**src/rtl/hwcu_pkg.sv**
```systemverilog
package hwcu_pkg;

    localparam int OP_W            = 5;
    localparam int NUM_STROBES     = 35;
    localparam int EXEC_FIRST_STEP = 3;
    localparam int SHIFT_LOOP_STEP = 6;

    typedef enum logic [5:0] {
        S_PC_OUT  = 6'd0,  S_PC_IN   = 6'd1,  S_MA_IN   = 6'd2,  S_INC4    = 6'd3,
        S_C_IN    = 6'd4,  S_C_OUT   = 6'd5,  S_MD_OUT  = 6'd6,  S_MD_IN   = 6'd7,
        S_IR_IN   = 6'd8,  S_A_IN    = 6'd9,  S_R_OUT   = 6'd10, S_R_IN    = 6'd11,
        S_BA_OUT  = 6'd12, S_G_RA    = 6'd13, S_G_RB    = 6'd14, S_G_RC    = 6'd15,
        S_ADD     = 6'd16, S_IMM_OUT = 6'd17, S_READ    = 6'd18, S_WRITE   = 6'd19,
        S_WAIT    = 6'd20, S_END     = 6'd21, S_SHR     = 6'd22, S_DEC     = 6'd23,
        S_LD_CNT  = 6'd24, S_FLD_OUT = 6'd25, S_LOOP    = 6'd26, S_PASS_B  = 6'd27,
        S_CON_IN  = 6'd28, S_CON_PC  = 6'd29, S_IPC_IN  = 6'd30, S_IACK    = 6'd31,
        S_IE_CLR  = 6'd32, S_VEC_OUT = 6'd33, S_PC_CLR  = 6'd34
    } strobe_e;

    typedef enum logic [OP_W-1:0] {
        OP_NOP  = 5'd0,
        OP_LD   = 5'd1,
        OP_ST   = 5'd3,
        OP_BR   = 5'd8,
        OP_ADD  = 5'd12,
        OP_ADDI = 5'd13,
        OP_SHR  = 5'd26,
        OP_STOP = 5'd31
    } opcode_e;

    typedef logic [NUM_STROBES-1:0] ctl_vec_t;

    // Common fetch steps 0..2
    function automatic ctl_vec_t fetch_seq(input int t);
        ctl_vec_t c;
        c = '0;
        case (t)
            0: begin
                c[S_PC_OUT] = 1'b1; c[S_MA_IN] = 1'b1;
                c[S_INC4]   = 1'b1; c[S_C_IN]  = 1'b1;
            end
            1: begin
                c[S_READ]  = 1'b1; c[S_C_OUT] = 1'b1;
                c[S_PC_IN] = 1'b1; c[S_WAIT]  = 1'b1;
            end
            2: begin
                c[S_MD_OUT] = 1'b1; c[S_IR_IN] = 1'b1;
            end
            default: c = '0;
        endcase
        return c;
    endfunction

    // Single vectoring cycle taken in place of a fetch
    function automatic ctl_vec_t irq_seq();
        ctl_vec_t c;
        c = '0;
        c[S_IPC_IN]  = 1'b1;
        c[S_IACK]    = 1'b1;
        c[S_IE_CLR]  = 1'b1;
        c[S_VEC_OUT] = 1'b1;
        c[S_PC_IN]   = 1'b1;
        return c;
    endfunction

    // Register/register or register/immediate addition
    function automatic ctl_vec_t alu_seq(input logic use_imm, input int t);
        ctl_vec_t c;
        c = '0;
        case (t)
            3: begin
                c[S_G_RB] = 1'b1; c[S_R_OUT] = 1'b1; c[S_A_IN] = 1'b1;
            end
            4: begin
                c[S_ADD]  = 1'b1; c[S_C_IN] = 1'b1;
                if (use_imm) begin
                    c[S_IMM_OUT] = 1'b1;
                end else begin
                    c[S_G_RC]  = 1'b1;
                    c[S_R_OUT] = 1'b1;
                end
            end
            5: begin
                c[S_C_OUT] = 1'b1; c[S_G_RA] = 1'b1;
                c[S_R_IN]  = 1'b1; c[S_END]  = 1'b1;
            end
            default: c = '0;
        endcase
        return c;
    endfunction

    // Displacement load or store
    function automatic ctl_vec_t mem_seq(input logic is_store, input int t);
        ctl_vec_t c;
        c = '0;
        case (t)
            3: begin
                c[S_G_RB] = 1'b1; c[S_BA_OUT] = 1'b1; c[S_A_IN] = 1'b1;
            end
            4: begin
                c[S_IMM_OUT] = 1'b1; c[S_ADD] = 1'b1; c[S_C_IN] = 1'b1;
            end
            5: begin
                c[S_C_OUT] = 1'b1; c[S_MA_IN] = 1'b1;
            end
            6: begin
                if (is_store) begin
                    c[S_G_RA]  = 1'b1; c[S_R_OUT] = 1'b1;
                    c[S_MD_IN] = 1'b1; c[S_WRITE] = 1'b1;
                end else begin
                    c[S_READ] = 1'b1; c[S_WAIT] = 1'b1;
                end
            end
            7: begin
                if (is_store) begin
                    c[S_WAIT] = 1'b1; c[S_END] = 1'b1;
                end else begin
                    c[S_MD_OUT] = 1'b1; c[S_G_RA] = 1'b1;
                    c[S_R_IN]   = 1'b1; c[S_END]  = 1'b1;
                end
            end
            default: c = '0;
        endcase
        return c;
    endfunction

    // Conditional branch
    function automatic ctl_vec_t br_seq(input int t);
        ctl_vec_t c;
        c = '0;
        case (t)
            3: begin
                c[S_G_RC] = 1'b1; c[S_R_OUT] = 1'b1; c[S_CON_IN] = 1'b1;
            end
            4: begin
                c[S_G_RB]   = 1'b1; c[S_R_OUT] = 1'b1;
                c[S_CON_PC] = 1'b1; c[S_END]   = 1'b1;
            end
            default: c = '0;
        endcase
        return c;
    endfunction

    // Logical shift right, one bit per pass through the loop step
    function automatic ctl_vec_t shift_seq(input int t, input logic cnt_zero);
        ctl_vec_t c;
        c = '0;
        case (t)
            3: begin
                c[S_FLD_OUT] = 1'b1; c[S_LD_CNT] = 1'b1;
            end
            4: begin
                if (cnt_zero) begin
                    c[S_G_RC] = 1'b1; c[S_R_OUT] = 1'b1; c[S_LD_CNT] = 1'b1;
                end
            end
            5: begin
                c[S_G_RB]   = 1'b1; c[S_R_OUT] = 1'b1;
                c[S_PASS_B] = 1'b1; c[S_C_IN]  = 1'b1;
            end
            SHIFT_LOOP_STEP: begin
                if (!cnt_zero) begin
                    c[S_C_OUT] = 1'b1; c[S_SHR]  = 1'b1; c[S_C_IN] = 1'b1;
                    c[S_DEC]   = 1'b1; c[S_LOOP] = 1'b1;
                end
            end
            7: begin
                c[S_C_OUT] = 1'b1; c[S_G_RA] = 1'b1;
                c[S_R_IN]  = 1'b1; c[S_END]  = 1'b1;
            end
            default: c = '0;
        endcase
        return c;
    endfunction

endpackage

```
**src/rtl/hwcu_decode.sv**
```systemverilog
module hwcu_decode
    import hwcu_pkg::*;
#(
    parameter int STEP_W = 3
) (
    input  logic [STEP_W-1:0] step_i,
    input  logic [OP_W-1:0]   op_i,
    input  logic              run_i,
    input  logic              count_zero_i,
    input  logic              irq_req_i,
    input  logic              irq_en_i,
    output ctl_vec_t          ctl_o,
    output logic              irq_take_o,
    output logic              stop_hit_o
);

    localparam int STEP_NUM = STEP_W;

    logic     at_boundary;
    logic     in_fetch;
    ctl_vec_t exec_ctl;
    int       t;

    assign t           = int'(step_i);
    assign at_boundary = (step_i == '0);
    assign in_fetch    = (t < EXEC_FIRST_STEP);
    assign irq_take_o  = run_i && at_boundary && irq_req_i && irq_en_i;
    assign stop_hit_o  = run_i && (t == EXEC_FIRST_STEP) && (op_i == OP_STOP);

    always_comb begin
        exec_ctl = '0;
        case (op_i)
            OP_ADD:  exec_ctl = alu_seq(1'b0, t);
            OP_ADDI: exec_ctl = alu_seq(1'b1, t);
            OP_LD:   exec_ctl = mem_seq(1'b0, t);
            OP_ST:   exec_ctl = mem_seq(1'b1, t);
            OP_BR:   exec_ctl = br_seq(t);
            OP_SHR:  exec_ctl = shift_seq(t, count_zero_i);
            default: begin
                if (t == EXEC_FIRST_STEP) begin
                    exec_ctl[S_END] = 1'b1;
                end
            end
        endcase
    end

    always_comb begin
        if (!run_i) begin
            ctl_o = '0;
        end else if (irq_take_o) begin
            ctl_o = irq_seq();
        end else if (in_fetch) begin
            ctl_o = fetch_seq(t);
        end else begin
            ctl_o = exec_ctl;
        end
    end

    // Register-field selects drive one shared decoder
    always_comb begin
        assert_field_select_onehot_R1: assert ($onehot0({ctl_o[S_G_RA], ctl_o[S_G_RB], ctl_o[S_G_RC]}))
            else $error("field selects not one-hot");
    end

    // Interrupt strobes never mix with the fetch
    always_comb begin
        assert_irq_excludes_fetch_R12: assert (!(ctl_o[S_IACK] && ctl_o[S_READ]))
            else $error("interrupt cycle overlaps a read");
    end

    initial begin
        assert_step_width_R6: assert (STEP_NUM >= 3)
            else $error("step counter too narrow for eight steps");
    end

endmodule

```
**src/rtl/hwcu_step_ctr.sv**
```systemverilog
module hwcu_step_ctr #(
    parameter int STEP_W    = 3,
    parameter int LOOP_STEP = 6
) (
    input  logic              clk,
    input  logic              rst,
    input  logic              run_i,
    input  logic              stall_i,
    input  logic              hold_i,
    input  logic              end_i,
    input  logic              loop_i,
    output logic [STEP_W-1:0] step_o
);

    localparam logic [STEP_W-1:0] LOOP_VAL = STEP_W'(LOOP_STEP);

    logic [STEP_W-1:0] step_q;

    always_ff @(posedge clk) begin
        if (rst || !run_i) begin
            step_q <= '0;
        end else if (stall_i || hold_i) begin
            step_q <= step_q;
        end else if (end_i) begin
            step_q <= '0;
        end else if (loop_i) begin
            step_q <= LOOP_VAL;
        end else begin
            step_q <= step_q + 1'b1;
        end
    end

    assign step_o = step_q;

    assert_stall_holds_step_R5: assert property (@(posedge clk) disable iff (rst)
        (run_i && stall_i) |=> (step_q == $past(step_q)))
        else $error("step moved during a memory stall");

    assert_end_returns_zero_R6: assert property (@(posedge clk) disable iff (rst)
        (run_i && end_i && !stall_i) |=> (step_q == '0))
        else $error("end strobe did not return to step 0");

    assert_loop_target_R10: assert property (@(posedge clk) disable iff (rst)
        (run_i && loop_i && !stall_i && !end_i && !hold_i) |=> (step_q == LOOP_VAL))
        else $error("loop strobe did not jump back");

    assert_irq_holds_boundary_R12: assert property (@(posedge clk) disable iff (rst)
        (run_i && hold_i) |=> (step_q == '0))
        else $error("interrupt cycle left step 0");

endmodule

```
**src/rtl/hwcu_run_ctl.sv**
```systemverilog
module hwcu_run_ctl (
    input  logic clk,
    input  logic rst,
    input  logic start_i,
    input  logic stop_hit_i,
    output logic run_o
);

    logic run_q;

    always_ff @(posedge clk) begin
        if (rst) begin
            run_q <= 1'b0;
        end else if (stop_hit_i) begin
            run_q <= 1'b0;
        end else if (start_i) begin
            run_q <= 1'b1;
        end
    end

    assign run_o = run_q;

    assert_stop_clears_run_R11: assert property (@(posedge clk) disable iff (rst)
        stop_hit_i |=> !run_q)
        else $error("stop opcode left run set");

    assert_start_sets_run_R3: assert property (@(posedge clk) disable iff (rst)
        (!run_q && start_i) |=> run_q)
        else $error("start did not set run");

endmodule

```
**src/rtl/hwcu_sequencer.sv**
```systemverilog
module hwcu_sequencer #(
    parameter int STEP_W = 3
) (
    input  logic                             clk,
    input  logic                             rst,
    input  logic                             start_i,
    input  logic [hwcu_pkg::OP_W-1:0]        op_i,
    input  logic                             mem_done_i,
    input  logic                             count_zero_i,
    input  logic                             irq_req_i,
    input  logic                             irq_en_i,
    output logic [hwcu_pkg::NUM_STROBES-1:0] ctl_o,
    output logic [STEP_W-1:0]                step_o,
    output logic                             run_o
);
    import hwcu_pkg::*;

    logic              run;
    logic [STEP_W-1:0] step;
    ctl_vec_t          dec_ctl;
    logic              irq_take;
    logic              stop_hit;
    logic              stall;

    hwcu_run_ctl u_run (
        .clk        (clk),
        .rst        (rst),
        .start_i    (start_i),
        .stop_hit_i (stop_hit),
        .run_o      (run)
    );

    hwcu_decode #(.STEP_W(STEP_W)) u_dec (
        .step_i       (step),
        .op_i         (op_i),
        .run_i        (run),
        .count_zero_i (count_zero_i),
        .irq_req_i    (irq_req_i),
        .irq_en_i     (irq_en_i),
        .ctl_o        (dec_ctl),
        .irq_take_o   (irq_take),
        .stop_hit_o   (stop_hit)
    );

    assign stall = run && dec_ctl[S_WAIT] && !mem_done_i;

    hwcu_step_ctr #(.STEP_W(STEP_W), .LOOP_STEP(SHIFT_LOOP_STEP)) u_ctr (
        .clk     (clk),
        .rst     (rst),
        .run_i   (run),
        .stall_i (stall),
        .hold_i  (irq_take),
        .end_i   (dec_ctl[S_END]),
        .loop_i  (dec_ctl[S_LOOP]),
        .step_o  (step)
    );

    always_comb begin
        if (rst) begin
            ctl_o           = '0;
            ctl_o[S_PC_CLR] = 1'b1;
        end else begin
            ctl_o = dec_ctl;
        end
    end

    assign step_o = step;
    assign run_o  = run;

    assert_idle_is_quiet_R3: assert property (@(posedge clk) disable iff (rst)
        !run_o |-> (ctl_o == '0 && step_o == '0))
        else $error("strobes active while halted");

    assert_reset_pc_clear_R2: assert property (@(posedge clk)
        rst |-> (ctl_o[S_PC_CLR] && $countones(ctl_o) == 1))
        else $error("reset strobe set wrong");

endmodule

```
**config.mk**
```make
export PLATFORM = sky130hd
export DESIGN_NAME = hwcu_sequencer
export DESIGN_NICKNAME = d
export VERILOG_FILES = /design/src/rtl/hwcu_pkg.sv /design/src/rtl/hwcu_decode.sv /design/src/rtl/hwcu_step_ctr.sv /design/src/rtl/hwcu_run_ctl.sv /design/src/rtl/hwcu_sequencer.sv
export SDC_FILE = /design/constraint.sdc
export NUM_CORES = 1
export LEC_CHECK = 0
export ABC_AREA = 1
export BUFFER_PORTS_ARGS = -buffer_cell sky130_fd_sc_hd__buf_4
export CORE_MARGIN = 3
export CORE_UTILIZATION = 40
export CTS_CLUSTER_DIAMETER = 50
export DETAILED_ROUTE_END_ITERATION = 12
export HOLD_SLACK_MARGIN = 0.03
export PLACE_DENSITY_LB_ADDON = 0.05
export SYNTH_ARGS = -nofsm -noshare
export SYNTH_HDL_FRONTEND = slang
export SYNTH_SLANG_ARGS = --single-unit
```
**constraint.sdc**
```tcl
create_clock -name clk -period 2 [get_ports clk]
set_input_delay 0.1 -clock clk [delete_from_list [all_inputs] [get_ports clk]]
set_output_delay 0.1 -clock clk [all_outputs]
set_load 0.05 [all_outputs]
```
==> out/results.md <==
| Result | Reported | Unit |
| --- | --- | --- |
| Run status | complete, no violations | - |
| Detailed-router iteration count before antenna repair | 4 | - |
| Highest clock rate | 0.5009 | GHz |
| Max-slew headroom | 0.6729 | - |
| Area fraction of the dominant cell type after synthesis | 0.1047 | - |
| Worst-case hold slack | 185.0 | ps |
| Layout Skew | 2.788 | ps |
| Worst supply voltage drop on vdd | 458.7 | µV |
| Wire length per cell | 14.85 | µm |
| Reg-to-reg critical path endpoint | u_ctr.step_o[0] | - |
| Ratio of routed vias to standard cells | 5.372 | - |
| Cell count after synthesis | 164 | - |
| Layout-stage area growth over the synthesis result | 83.76 | % |
| Initial Utilization | 0.4477 | - |
| Area of the die | 2946 | µm² |
| Worst min-delay path class | in2reg | - |
| Cell taking the most area after synthesis | sky130_fd_sc_hd__nand2_1 | - |
| Port Buffer Count | 50 | - |
| Crit-path slowest cell | sky130_fd_sc_hd__dfxtp_4 | - |
| Type of element capturing the critical path | output port | - |
| Register-to-register setup slack | 150 | ps |
| Power per standard cell area | 230.8 | nW/µm² |
| H-tree lvl count | 1 | - |
| Synthesized area | 932.1 | µm² |
| Clock latency of the later-clocked register in the worst-skew pair | 240 | ps |
| Die Wd | 54.28 | µm |
| Worst Reg2Reg Path Length in Cells | 12 | - |
| Measured slew at the worst slew-check pin | 489.9 | ps |
| Leading cell types by total area after synthesis | sky130_fd_sc_hd__nand2_1, sky130_fd_sc_hd__nor2_1, sky130_fd_sc_hd__dfxtp_1 | - |
| Number of setup violations in the final report | 0 | - |
| Most frequent cell on the critical path | sky130_fd_sc_hd__inv_4 | - |
| Via count | 1343 | - |
| CTS Buffer Depth | 2 | - |
| Total wire length after detailed routing | 3713 | µm |
| Leakage power | 0.7945 | nW |
| DRC errors left | 0 | - |
| I/O pin cnt | 51 | - |
| Ratio of final minimum period to clock period | 0.9982 | - |
| Sequential area share after synthesis | 0.08591 | - |
| Launch instance of the worst register-to-register path | u_ctr.step_o[0] | - |
| Overall power consumption | 0.3954 | mW |
| Final weighted congestion in routability-driven placement | 0.9359 | - |
| Core area | 2082 | µm² |
| Largest stage delay, worst path | 380 | ps |
| DP Worst Slack | 132.1 | ps |
| Commonest cells after routing, fill and taps aside | sky130_fd_sc_hd__buf_4, sky130_fd_sc_hd__nand2_1, sky130_fd_sc_hd__inv_1, sky130_fd_sc_hd__nor2_2, sky130_fd_sc_hd__nor2_1 | - |
| Max-cap violation count | 0 | - |
| Post-Synthesis Mean Instance Area | 5.684 | µm² |
| Pins Over Slew Limit | 0 | - |
| Number of global-route vias before repair | 1247 | - |
| Ratio of cells with drive above 1 in the final layout | 0.6009 | - |
| Worst hold path stage count | 3 | - |
| Total of warnings raised by yosys | 0 | - |
| Gr ovfl total | 0 | - |
| Combined buffer and inverter count along the critical path | 5 | - |
| Data arrival at the endpoint of the critical path | 1900 | ps |
| Global Route Usage Sum | 0.2428 | - |
| Sinks on Clock Net | 4 | - |
| Number of distinct standard cells referenced by the synthesized netlist | 27 | - |
| Maximum fanout along the worst path | 6 | - |
| Number of nets at the end of the flow | 242 | - |
| Total placed instance area | 1515 | µm² |
| Clk root buf | sky130_fd_sc_hd__clkbuf_4 | - |
| Wire length of the first global-routing pass | 5313 | µm |
| Antenna violations before repair | 0 | - |
| Number of nets with antenna violations after routing | 0 | - |
| Number of buffers added to fix hold violations after cts | 0 | - |
| Clock tree from TritonCTS | yes | - |
| Beginning of the worst hold path | start_i | - |
| CP Cell Sequence | inv_4, ha_4, inv_4, nor2_2, nand4_4, nand2_4, nor2_4, inv_4, nor2_4, inv_2, a21oi_2, buf_6 | - |
| Synthesized net count | 182 | - |
| Most common library cell in the layout ignoring fill and taps | sky130_fd_sc_hd__buf_4 | - |
| Num rows | 16 | - |
| Fin worst setup slack | 3.681 | ps |
| Critical path class | reg2out | - |
| DRC violation total after the first TritonRoute iteration | 34 | - |
| WP data required | 1900 | ps |
| Die height | 54.28 | µm |
| Post-route minimum period | 1996 | ps |
| Final Hold Fails | 0 | - |
| Startpoint kind of the worst setup timing path | flop | - |
| TritonCTS buffer count | 3 | - |
| Pin count of the biggest net entering global routing | 10 | - |
| Total negative slack for setup checks | 0 | ps |
| Number of antenna diodes | 0 | - |
| Setup repair after global routing missed its margin | true | - |
| Seq cells post-synth | 4 | - |
| HPWL after detailed placement | 2624 | µm |
| Clock transition at the registers of the reported paths | 40 | ps |
| Layout Cell Area excl Fill | 1713 | µm² |
| Family with the most delay on the worst path | simple AND/OR/NAND/NOR gates | - |
| Terminating pin of the worst hold path | u_run.run_o | - |
final cells by class:
type / count / area (µm²)
well taps: 27 / 33.78
inverters: 33 / 136.4
multi-input cells: 119 / 920.9
flip-flops and latches: 4 / 88.84
fillers: 137 / 369.1
clock buffers: 4 / 26.28
repair buffers: 63 / 506.7
cell usage after synthesis (all sizes together):
library cell / count
nand4: 2
nand2: 28
clkinv: 2
buf: 8
nor3: 7
nand3: 15
o21ai: 8
a31oi: 4
a211oi: 1
a2111oi: 1
dfxtp: 4
o221ai: 1
nor2: 29
o22ai: 2
a41o: 1
nand3b: 1
ha: 6
a21oi: 13
inv: 31
where the power goes:
part / internal [mW] / switching (mW) / leakage, nW
logic: 0.0663 / 0.129 / 0.745
registers: 0.0824 / 0.00945 / 0.0348
clock network: 0.0749 / 0.0337 / 0.0150
total: 0.224 / 0.172 / 0.795
through the flow:
| stage | util | cells |
|---|---|---|
| 2_1_floorplan | - | 164 |
| 3_3_place_gp | 0.7278 | 237 |
| 3_5_place_dp | 0.7278 | 237 |
| 4_1_cts | 0.7722 | 245 |
| 5_1_grt | 0.8227 | 250 |
| 6_report | 0.8227 | 250 |
worst min-delay path: stages:
cell                      delay, ps
sky130_fd_sc_hd__buf_4           70
sky130_fd_sc_hd__o21ai_0         70
sky130_fd_sc_hd__a31oi_1        140
per-layer routing:
metal	wire length, µm	GRT usage	vias to the layer above
met5	0	0	-
met4	68	0.04979	0
met3	302	0.02997	8
met2	1947	0.4582	75
met1	1395	0.2890	608
li1	-	-	652
worst max path at each step:
stage	from	end	depth (start not counted)
after detailed placement	u_ctr.step_o[0]	ctl_o[18]	12
after CTS	u_ctr.step_o[0]	ctl_o[13]	9
after global routing	u_ctr.step_o[0]	ctl_o[18]	12
after global placement	u_ctr.step_o[0]	ctl_o[20]	12
final	u_ctr.step_o[0]	ctl_o[18]	12
after floorplan	u_ctr.step_o[0]	ctl_o[24]	9
flip-flops by register name, indices dropped and copies added (netlist names):
signal        flops
u_ctr.step_o      3
u_run.run_o       1
cell families after synthesis:
group	after synthesis	synth area share
flops	4	0.08591
fa+ha+maj	6	0.08053
compound gates	31	0.2067
simple gates	82	0.4295
buf+inv	41	0.1973
repair_timing:
item                                    CTS  global route
gates resized for setup                  10            18
pin swaps                                 2             5
endpoints found under the setup margin   12            20
buffers inserted                          4             5
Power figures use the tool's default switching activity.
